**config.mk**
```make
export PLATFORM = sky130hd
export DESIGN_NAME = dmx_frame_gen
export DESIGN_NICKNAME = d
export VERILOG_FILES = /design/src/rtl/dmx_gen_pkg.sv /design/src/rtl/dmx_us_tick.sv /design/src/rtl/dmx_slot_ram.sv /design/src/rtl/dmx_frame_fsm.sv /design/src/rtl/dmx_frame_gen.sv
export SDC_FILE = /design/constraint.sdc
export NUM_CORES = 2
export LEC_CHECK = 0
export BUFFER_PORTS_ARGS = -buffer_cell sky130_fd_sc_hd__buf_2
export CORE_MARGIN = 5
export CORE_UTILIZATION = 55
export CTS_CLUSTER_SIZE = 28
export DETAILED_ROUTE_END_ITERATION = 8
export PLACE_DENSITY = 0.75
export REMOVE_ABC_BUFFERS = 1
export SLEW_MARGIN = 20
export SYNTH_ARGS = -nofsm -noshare
export SYNTH_HDL_FRONTEND = slang
export SYNTH_SLANG_ARGS = --single-unit
export TNS_END_PERCENT = 5
```
**constraint.sdc**
```tcl
create_clock -name clk -period 14.95 [get_ports clk]
set_input_delay 1.495 -clock clk [delete_from_list [all_inputs] [get_ports clk]]
set_output_delay 1.495 -clock clk [all_outputs]
set_load 0.02 [all_outputs]
```
**src/rtl/dmx_gen_pkg.sv**
```systemverilog
package dmx_gen_pkg;

    typedef enum logic [2:0] {
        ST_IDLE,
        ST_BREAK,
        ST_MAB,
        ST_START,
        ST_DATA,
        ST_STOP,
        ST_GAP,
        ST_FILL
    } gen_state_e;

endpackage

```
**src/rtl/dmx_us_tick.sv**
```systemverilog
module dmx_us_tick #(
    parameter int CLK_PER_US = 50
) (
    input  logic clk,
    input  logic rst_n,
    output logic tick
);
    generate
        if (CLK_PER_US <= 1) begin : g_direct
            assign tick = 1'b1;
        end else begin : g_div
            localparam int CW = $clog2(CLK_PER_US);
            localparam logic [CW-1:0] LAST = CW'(CLK_PER_US - 1);
            logic [CW-1:0] cnt_q;

            always_ff @(posedge clk) begin
                if (!rst_n)
                    cnt_q <= '0;
                else if (cnt_q == LAST)
                    cnt_q <= '0;
                else
                    cnt_q <= cnt_q + 1'b1;
            end

            assign tick = (cnt_q == LAST);

            // ticks never come on adjacent clocks
            p_tick_spaced_r2: assert property (@(posedge clk) disable iff (!rst_n)
                tick |=> !tick);
        end
    endgenerate
endmodule

```
**src/rtl/dmx_slot_ram.sv**
```systemverilog
module dmx_slot_ram #(
    parameter int DEPTH = 512,
    parameter int AW    = 9
) (
    input  logic          clk,
    input  logic          we,
    input  logic [AW-1:0] waddr,
    input  logic [7:0]    wdata,
    input  logic [AW-1:0] raddr,
    output logic [7:0]    rdata
);
    logic [7:0] mem_q [DEPTH];

    always_ff @(posedge clk) begin
        if (we)
            mem_q[waddr] <= wdata;
        rdata <= mem_q[raddr];
    end
endmodule

```
**src/rtl/dmx_frame_fsm.sv**
```systemverilog
module dmx_frame_fsm
    import dmx_gen_pkg::*;
#(
    parameter int BREAK_US  = 176,
    parameter int MAB_US    = 12,
    parameter int BIT_US    = 4,
    parameter int MAX_SLOTS = 512,
    parameter int AW        = 9
) (
    input  logic          clk,
    input  logic          rst_n,
    input  logic          tick,
    input  logic          gen_en,
    input  logic [15:0]   slot_count,
    input  logic [15:0]   gap_us,
    input  logic [31:0]   period_us,
    input  logic [7:0]    rdata,
    output logic [AW-1:0] raddr,
    output logic          line
);
    localparam int SW = $clog2(MAX_SLOTS + 1);
    localparam logic [SW-1:0] MAXN    = SW'(MAX_SLOTS);
    localparam logic [15:0]   BRK_END = 16'(BREAK_US - 1);
    localparam logic [15:0]   MAB_END = 16'(MAB_US - 1);
    localparam logic [15:0]   BIT_END = 16'(BIT_US - 1);
    localparam logic [15:0]   STP_END = 16'(2 * BIT_US - 1);

    gen_state_e    state_q, state_d;
    logic [15:0]   dur_q, dur_d;
    logic [2:0]    bit_q, bit_d;
    logic [SW-1:0] slot_q, slot_d;
    logic [7:0]    sh_q, sh_d;
    logic [31:0]   pc_q, pc_d;
    logic [SW-1:0] n_lat;
    logic [15:0]   gap_lat;
    logic [31:0]   per_lat;
    logic          lat_load;
    logic          line_q, line_d;
    logic [SW-1:0] n_clamp;
    logic          per_done;

    always_comb begin
        if (slot_count == 16'd0)
            n_clamp = SW'(1);
        else if (slot_count > 16'(MAX_SLOTS))
            n_clamp = MAXN;
        else
            n_clamp = SW'(slot_count);
    end

    assign per_done = ({1'b0, pc_q} + 33'd1) >= {1'b0, per_lat};
    assign raddr    = AW'(slot_q - SW'(1));

    // next-state decode
    always_comb begin
        state_d  = state_q;
        dur_d    = dur_q;
        bit_d    = bit_q;
        slot_d   = slot_q;
        sh_d     = sh_q;
        pc_d     = pc_q;
        lat_load = 1'b0;
        if (tick) begin
            pc_d  = (&pc_q) ? pc_q : pc_q + 32'd1;
            dur_d = dur_q + 16'd1;
            unique case (state_q)
                ST_IDLE: begin
                    dur_d = '0;
                    if (gen_en) begin
                        state_d = ST_BREAK; pc_d = '0; lat_load = 1'b1;
                    end
                end
                ST_BREAK: begin
                    if (dur_q == BRK_END) begin
                        dur_d   = '0;
                        state_d = gen_en ? ST_MAB : ST_IDLE;
                    end
                end
                ST_MAB: begin
                    if (dur_q == MAB_END) begin
                        dur_d   = '0;
                        slot_d  = '0;
                        state_d = gen_en ? ST_START : ST_IDLE;
                    end
                end
                ST_START: begin
                    if (dur_q == BIT_END) begin
                        dur_d   = '0;
                        bit_d   = '0;
                        sh_d    = (slot_q == '0) ? 8'h00 : rdata;
                        state_d = ST_DATA;
                    end
                end
                ST_DATA: begin
                    if (dur_q == BIT_END) begin
                        dur_d = '0;
                        sh_d  = sh_q >> 1;
                        if (bit_q == 3'd7)
                            state_d = ST_STOP;
                        else
                            bit_d = bit_q + 3'd1;
                    end
                end
                ST_STOP: begin
                    if (dur_q == STP_END) begin
                        dur_d = '0;
                        if (!gen_en) begin
                            state_d = ST_IDLE;
                        end else if (slot_q == n_lat) begin
                            if (per_done) begin
                                state_d = ST_BREAK; pc_d = '0; lat_load = 1'b1;
                            end else begin
                                state_d = ST_FILL;
                            end
                        end else begin
                            slot_d  = slot_q + SW'(1);
                            state_d = (gap_lat == 16'd0) ? ST_START : ST_GAP;
                        end
                    end
                end
                ST_GAP: begin
                    if (!gen_en) begin
                        dur_d = '0; state_d = ST_IDLE;
                    end else if (dur_q == gap_lat - 16'd1) begin
                        dur_d = '0; state_d = ST_START;
                    end
                end
                ST_FILL: begin
                    dur_d = '0;
                    if (!gen_en) begin
                        state_d = ST_IDLE;
                    end else if (per_done) begin
                        state_d = ST_BREAK; pc_d = '0; lat_load = 1'b1;
                    end
                end
            endcase
        end
    end

    always_comb begin
        unique case (state_d)
            ST_BREAK, ST_START: line_d = 1'b0;
            ST_DATA:            line_d = sh_d[0];
            default:            line_d = 1'b1;
        endcase
    end

    // state register
    always_ff @(posedge clk) begin
        if (!rst_n) begin
            state_q <= ST_IDLE;
            dur_q   <= '0;
            bit_q   <= '0;
            slot_q  <= '0;
            sh_q    <= '0;
            pc_q    <= '0;
            n_lat   <= MAXN;
            gap_lat <= '0;
            per_lat <= '0;
        end else begin
            state_q <= state_d;
            dur_q   <= dur_d;
            bit_q   <= bit_d;
            slot_q  <= slot_d;
            sh_q    <= sh_d;
            pc_q    <= pc_d;
            if (lat_load) begin
                n_lat   <= n_clamp;
                gap_lat <= gap_us;
                per_lat <= period_us;
            end
        end
    end

    // output register
    always_ff @(posedge clk) begin
        if (!rst_n)
            line_q <= 1'b1;
        else
            line_q <= line_d;
    end

    assign line = line_q;

    p_idle_high_r1: assert property (@(posedge clk) disable iff (!rst_n)
        (state_q == ST_IDLE) |-> line_q);

    p_moves_on_tick_r2: assert property (@(posedge clk) disable iff (!rst_n)
        (state_q != $past(state_q)) |-> $past(tick));

    p_mab_after_break_r3: assert property (@(posedge clk) disable iff (!rst_n)
        $rose(state_q == ST_MAB) |-> ($past(state_q) == ST_BREAK));

    p_eight_bits_r4: assert property (@(posedge clk) disable iff (!rst_n)
        (state_q == ST_STOP && $past(state_q) == ST_DATA) |-> ($past(bit_q) == 3'd7));

    p_slot_bound_r4: assert property (@(posedge clk) disable iff (!rst_n)
        (state_q inside {ST_START, ST_DATA, ST_STOP, ST_GAP}) |-> (slot_q <= n_lat));

    p_count_clamped_r8: assert property (@(posedge clk) disable iff (!rst_n)
        (state_q != ST_IDLE) |-> (n_lat != '0 && n_lat <= MAXN));

    p_cfg_hold_r9: assert property (@(posedge clk) disable iff (!rst_n)
        (state_q != ST_BREAK || $past(state_q) == ST_BREAK)
            |-> ($stable(n_lat) && $stable(gap_lat) && $stable(per_lat)));
endmodule

```
**src/rtl/dmx_frame_gen.sv**
```systemverilog
module dmx_frame_gen #(
    parameter int CLK_PER_US = 50,
    parameter int BREAK_US   = 176,
    parameter int MAB_US     = 12,
    parameter int BIT_US     = 4,
    parameter int MAX_SLOTS  = 512
) (
    input  logic                         clk,
    input  logic                         rst_n,
    input  logic                         gen_en,
    input  logic [15:0]                  slot_count,
    input  logic [15:0]                  gap_us,
    input  logic [31:0]                  period_us,
    input  logic                         buf_we,
    input  logic [$clog2(MAX_SLOTS)-1:0] buf_addr,
    input  logic [7:0]                   buf_wdata,
    output logic                         dmx_out
);
    localparam int AW = $clog2(MAX_SLOTS);

    logic          tick;
    logic [AW-1:0] raddr;
    logic [7:0]    rdata;

    dmx_us_tick #(.CLK_PER_US(CLK_PER_US)) u_tick (
        .clk   (clk),
        .rst_n (rst_n),
        .tick  (tick)
    );

    dmx_slot_ram #(.DEPTH(MAX_SLOTS), .AW(AW)) u_ram (
        .clk   (clk),
        .we    (buf_we),
        .waddr (buf_addr),
        .wdata (buf_wdata),
        .raddr (raddr),
        .rdata (rdata)
    );

    dmx_frame_fsm #(
        .BREAK_US  (BREAK_US),
        .MAB_US    (MAB_US),
        .BIT_US    (BIT_US),
        .MAX_SLOTS (MAX_SLOTS),
        .AW        (AW)
    ) u_fsm (
        .clk        (clk),
        .rst_n      (rst_n),
        .tick       (tick),
        .gen_en     (gen_en),
        .slot_count (slot_count),
        .gap_us     (gap_us),
        .period_us  (period_us),
        .rdata      (rdata),
        .raddr      (raddr),
        .line       (dmx_out)
    );
endmodule

```
======== Word level (Yosys, flattened, before mapping) ========
Memory sizes are Yosys's and may differ from the RTL's. A register that Yosys moved wholly into a read port is not among the register bits.
Cells that the tools add are included.
cells by class
  add/sub/neg operators ................... 8
  magnitude comparators ................... 2
  equal/unequal tests ..................... 25
  multiplexer cells ....................... 61
  bitwise gates (word level) .............. 1
  reduce and logical (&&, ||, !) cells .... 14
operators by type and width
  cell                                                             count
  two-way mux 32 bit                                               7
  two-way mux 16 bit                                               6
  one-hot mux 16 bit (6 select lines)                              1
  one-hot mux 32 bit (3 select lines)                              1
  two-way mux 10 bit                                               6
  two-way mux 3 bit                                                19
  adder 32 x 1 -> 33 bit, second input constant                    1
  greater-or-equal comparator 33 x 32 -> 1 bit                     1
  adder 32 x 1 -> 32 bit, second input constant                    1
  zero test 16 bit                                                 2
  AND reduction 32 bit                                             1
  two-way mux 8 bit                                                3
  one-hot mux 3 bit (8 select lines)                               1
  one-hot mux 10 bit (2 select lines)                              1
  equality test 3 bit, second input constant                       6
  adder 16 x 1 -> 16 bit, second input constant                    1
  equality test 16 bit                                             1
  equality test 16 x 2 -> 1 bit, second input constant             1
  equality test 16 x 3 -> 1 bit, second input constant             1
  equality test 16 x 4 -> 1 bit, second input constant             1
  equality test 16 x 8 -> 1 bit, second input constant             1
  greater-than comparator 16 x 10 -> 1 bit, second input constant  1
  one-hot mux 8 bit (2 select lines)                               1
  subtractor 16 x 1 -> 16 bit, second input constant               1
  other kinds (23)                                                 45
storage, ports and cells
  bits in registers ....................... 137
  memory bits (writable) .................. 4096
  input bits .............................. 85
  output and inout bits ................... 1
  logic and storage cells ................. 124
  memories kept ........................... 1
memory list
  memory       words  width  read ports  clocked after memory_dff  write ports  RTL line            text
  u_ram.mem_q  512    8      1           1                         1            dmx_slot_ram.sv:12  logic [7:0] mem_q [DEPTH];

======== Logic depth before layout (Yosys ltp) ========
  word-level depth ........................ 11
  mapped depth ............................ 20
  depth with buffers taken out ............ 17

======== By module ========
A second synthesis with hierarchy kept.
unflattened totals
  cell total of the unflattened synthesis .. 9096
  area total of the unflattened synthesis .. 168054.9 sq um
by module, submodules not included
  module         instances  cells each  area each (sq um)  sequential area each (sq um)
  dmx_slot_ram   1          8030        159927.1           123158.1
  dmx_frame_fsm  1          1040        7866.3             2622.5
  dmx_us_tick    1          26          261.5              120.1

======== Worst setup path before layout ========
OpenSTA, ideal clock, no wires.
  kind .................................... register to register
  start ................................... reg u_fsm.slot_q[0]
  end ..................................... reg u_ram.rdata[6] (read register of u_ram.mem_q)
  setup time .............................. 140 ps
  arrival time ............................ 4648 ps
  data required time ...................... 14810 ps
  path slack .............................. 10162 ps
  stages on the path, launching flop included .. 21
  path buffers ............................ 11
  period minus slack after synthesis ...... 4788 ps
  cell sequence ........................... dfxtp_1 -> buf_2 -> buf_4 -> buf_2 -> buf_2 -> buf_2 -> buf_2 -> inv_1 -> ha_1 -> buf_2 -> buf_1 -> buf_1 -> buf_1 -> buf_1 -> mux4_2 -> nand2_1 -> nand3_1 -> nand3_1 -> o21ai_0 -> a2111oi_0 -> nand4_1
between the ends
  cells in the longest elaborated chain, start to end .. 1
RTL lines
  element                    RTL line              text
  start, declared            dmx_frame_fsm.sv:31   logic [SW-1:0] slot_q, slot_d;
  start signal, assigned     dmx_frame_fsm.sv:164  slot_q <= slot_d;
  subtractor 9 x 1 -> 9 bit  dmx_frame_fsm.sv:52   assign raddr = AW'(slot_q - SW'(1));
  end, declared              dmx_slot_ram.sv:10    output logic [7:0] rdata
Every way passes these cells.
A chain may end at the register's enable or synchronous reset.

======== Final worst setup path ========
  start ................................... reg u_fsm.slot_q[0]
  end ..................................... reg u_ram.rdata[1] (read register of u_ram.mem_q)
Same word-level chain as after synthesis.

==> flow_summary_export.csv <==
group,metric,value,unit
setup_path,critPathLaunchType,"register",
setup_path,path_buf_inv,5,
cts,cts_max_level,5,
setup_path,slowest_delay,0.89,ns
drt,ant_nets,0,
sta,rsz0062_at_grt,"no",
synth,ys.flop_type,"edfxtp_1",
setup_path,cp_slowest_cell,"dfxtp_4",
synth,ys_ff_latch,4241,
sta,slew_headroom,15.1,%
synth,synthSimpleGateAreaFrac,3.58,%
setup_path,arrival,7.73,ns
floorplanning,initial_core_util,55.3,%
setup_path,cp_max_fo,97,
placed_design,gp_congestion,0.842,
setup_path,crit_chain,"buf_4, buf_12, buf_4, buf_4, buf_4, mux4_2, mux4_2, nand2_1, nand3_1, nand4_1, nand4_1",
drt,drt-initial-drc-count,12600,
setup_path,crit_family,"buffers and inverters",
sta,fin_crit_sh,46.1,%
placed_design,dp.cells,11600,
floorplanning,die-area,0.313,mm2
finish,mostFrequentLayoutCells,"edfxtp_1 (4096), mux4_2 (1256), nor2_1 (671), clkbuf_16 (405), nand2_1 (334)",
sta,timing.fmax,0.145,GHz
setup_path,required,15.78,ns
sta,setup_tns,0,ns
placed_design,hpwl,231000,um
grt,grt_antenna_before_repair,21,
synth,synth.area.mux_share,17.5,%
synth,ys_types,71,
placed_design,portBuffers,85,
cts,clockRootBuffer,"clkbuf_16",
synth,synth_warnings,0,
min_path,hold_class,"register to register",
sta,finalHoldViolCount,0,
sta,finalClockSkew,0.0812,ns
floorplanning,io_pins,86,
cts,hold_buffers,0,
power,p_leak,55.6,nW
synth,syn_area,0.166,mm2
grt,track_usage,26.3,%
drt,wl_per_cell,33.6,um
synth,avgSynthCellArea,21.1,um2
finish,nNetsFinal,8143,
cts,cts_made_buffers,402,
finish,final_layout_size_suffix_gt1_share,25.1,%
power,fin_total_pwr,23.6,mW
synth,synth_top_family_by_area,"multiplexers",
synth,synth-edff-count,4096,
floorplanning,die_w,559,um
grt,grt_pass1_wl,601000,um
power,power.density,128,mW/mm2
finish,layout_commonest_cell,"edfxtp_1",
cts,post-cts-setup-buffer-count,0,
drt,via_per_inst,6.76,
sta,setup_viol,0,
grt,grt_max_degree,221,
cts,worst_skew_pair.late_latency,0.97,ns
job,maxCapViolations,0,
synth,async_reset_ff_share,0,%
setup_path,crit_top_cell,"buf_4",
finish,area_delta_synth_final,11.1,%
drt,vias,83300,
finish,finalNonFillerCells,12300,
synth,synthXorXnorAreaFrac,0.517,%
drt,drc,0,
floorplanning,design.core.area,0.300,mm2
synth,synthAdderAreaFrac,0.316,%
grt,overflow,0,
synth,netlist_instances,7858,
synth,seq_area_frac_synth,75.8,%
drt,dr.pass1.iters,9,
cts,clkSlewWorstSetupHoldPaths,0.06,ns
cts,cts_tree,"done",
setup_path,cp-end-kind,"register",
synth,synth-compound-area-share,1.03,%
cts,cts.path.max_buffers,4,
sta,slew_viol_final,0,
power,ir_drop,114,uV
sta,tightest_slew,1.27,ns
floorplanning,rows,201,
drt,drt-total-wl,414000,um
cts,clock-sinks,4241,
grt,grt_pass1_vias,83400,
cts,cts_resized,0,
outcome,status,"finished, final reports clean",
setup_path,crit_type,"register to register",
sta,whs,0.477,ns
sta,period_minus_slack,6.89,ns
floorplanning,die_h,559,um
[sequential cells by signal (all words and copies together), names as in the netlist, 3 cells and up]
signal / flops
u_fsm.gap_lat: 16
u_fsm.per_lat: 32
u_fsm.state_q: 3
u_ram.mem_q: 4096
u_fsm.sh_q: 8
u_ram.rdata: 8
u_fsm.pc_q: 32
u_tick.g_div.cnt_q: 6
u_fsm.bit_q: 3
u_fsm.n_lat: 10
u_fsm.dur_q: 16
u_fsm.slot_q: 10
[cells in the mapped netlist, types with 4 or more instances]
cell type | instances | area [um2]
edfxtp_1 | 4096 | 123000
mux4_2 | 1256 | 28300
nor2_1 | 676 | 2540
nand2_1 | 347 | 1300
clkbuf_1 | 283 | 1060
nand3_1 | 146 | 731
dfxtp_1 | 145 | 2900
buf_1 | 95 | 357
mux2i_1 | 74 | 741
buf_2 | 73 | 365
nand4_1 | 63 | 394
o21ai_0 | 56 | 280
inv_1 | 52 | 195
xnor2_1 | 52 | 455
xor2_1 | 46 | 403
a21oi_1 | 42 | 210
ha_1 | 42 | 526
nor3_1 | 28 | 140
a22oi_1 | 25 | 188
o211ai_1 | 21 | 158
nor4_1 | 20 | 125
a31oi_1 | 19 | 119
and3_1 | 18 | 113
and2_1 | 16 | 100
o22a_1 | 16 | 140
or4_1 | 12 | 90.1
nor2b_1 | 11 | 68.8
a211oi_1 | 9 | 67.6
a21o_1 | 9 | 67.6
a32oi_1 | 7 | 61.3
and4_1 | 7 | 61.3
buf_4 | 7 | 52.6
nor3b_1 | 7 | 52.6
o2bb2ai_1 | 7 | 61.3
o31ai_1 | 6 | 45.0
o41ai_1 | 5 | 43.8
or3_1 | 5 | 31.3
nand2b_1 | 4 | 25.0
o22ai_1 | 4 | 25.0
[kinds of logic (layout without fill, tap and decap cells)]
group / after synthesis / after routing
compound gates: 252 / 252
xor+xnor: 98 / 98
fa+ha+maj: 42 / 42
buf+inv: 513 / 1009
flops: 4241 / 4241
mux: 1331 / 1331
other cells: 0 / 15
simple gates: 1381 / 1381
[per-stage QoR]
stage                     util, %  instance area (um2)  setup slack [ns]
after floorplan                 -               164000            -50.93
after global placement       57.0               171000              7.93
after detailed placement     57.0               171000              7.87
after CTS                    61.4               184000              7.83
after global routing         61.4               184000              7.35
final                        61.4               184000              8.06
[report_power, final]
group	switching, mW	internal, mW	leakage, nW	total, mW
Sequential	0.00434	13.0	38.0	13.0
Combinational	0.257	0.0299	11.2	0.287
Clock	4.45	5.79	6.41	10.2
Total	4.71	18.9	55.6	23.6
[layer usage]
metal | part of all wire [%] | global-route usage, % | wire [um] | vias to the layer above
met1 | 36 | 36.7 | 149000 | 43700
met2 | 48 | 40.4 | 197000 | 5849
met3 | 12 | 6.99 | 50200 | 907
li1 | - | - | - | 32900
met4 | 4.2 | 10.1 | 17500 | 26
met5 | 0.050 | 0 | 205 | -
[cell type report]
| cell class | instances | area [um2] |
|---|---|---|
| antenna | 15 | 37.5 |
| clock inverter | 255 | 2670 |
| tap | 3958 | 4950 |
| sequential | 4241 | 126000 |
| multi-input combinational | 3104 | 38400 |
| fill | 19600 | 116000 |
| clock buffer | 487 | 10500 |
| timing repair buffer | 215 | 1740 |
| inverter | 52 | 195 |
[worst paths after layout]
check,cells past startpoint,to,slack [ns],from
max,11,u_ram.rdata[1]$_DFF_P_,8.06,u_fsm.slot_q[0]$_SDFFE_PN0P_
min,1,u_tick.g_div.cnt_q[0]$_SDFF_PP0_,0.48,u_tick.g_div.cnt_q[0]$_SDFF_PP0_
max reg2reg,11,u_ram.rdata[1]$_DFF_P_,8.06,u_fsm.slot_q[0]$_SDFFE_PN0P_
min reg2reg,1,u_tick.g_div.cnt_q[0]$_SDFF_PP0_,0.48,u_tick.g_div.cnt_q[0]$_SDFF_PP0_
Note: power is estimated with default switching activity, not from simulation.
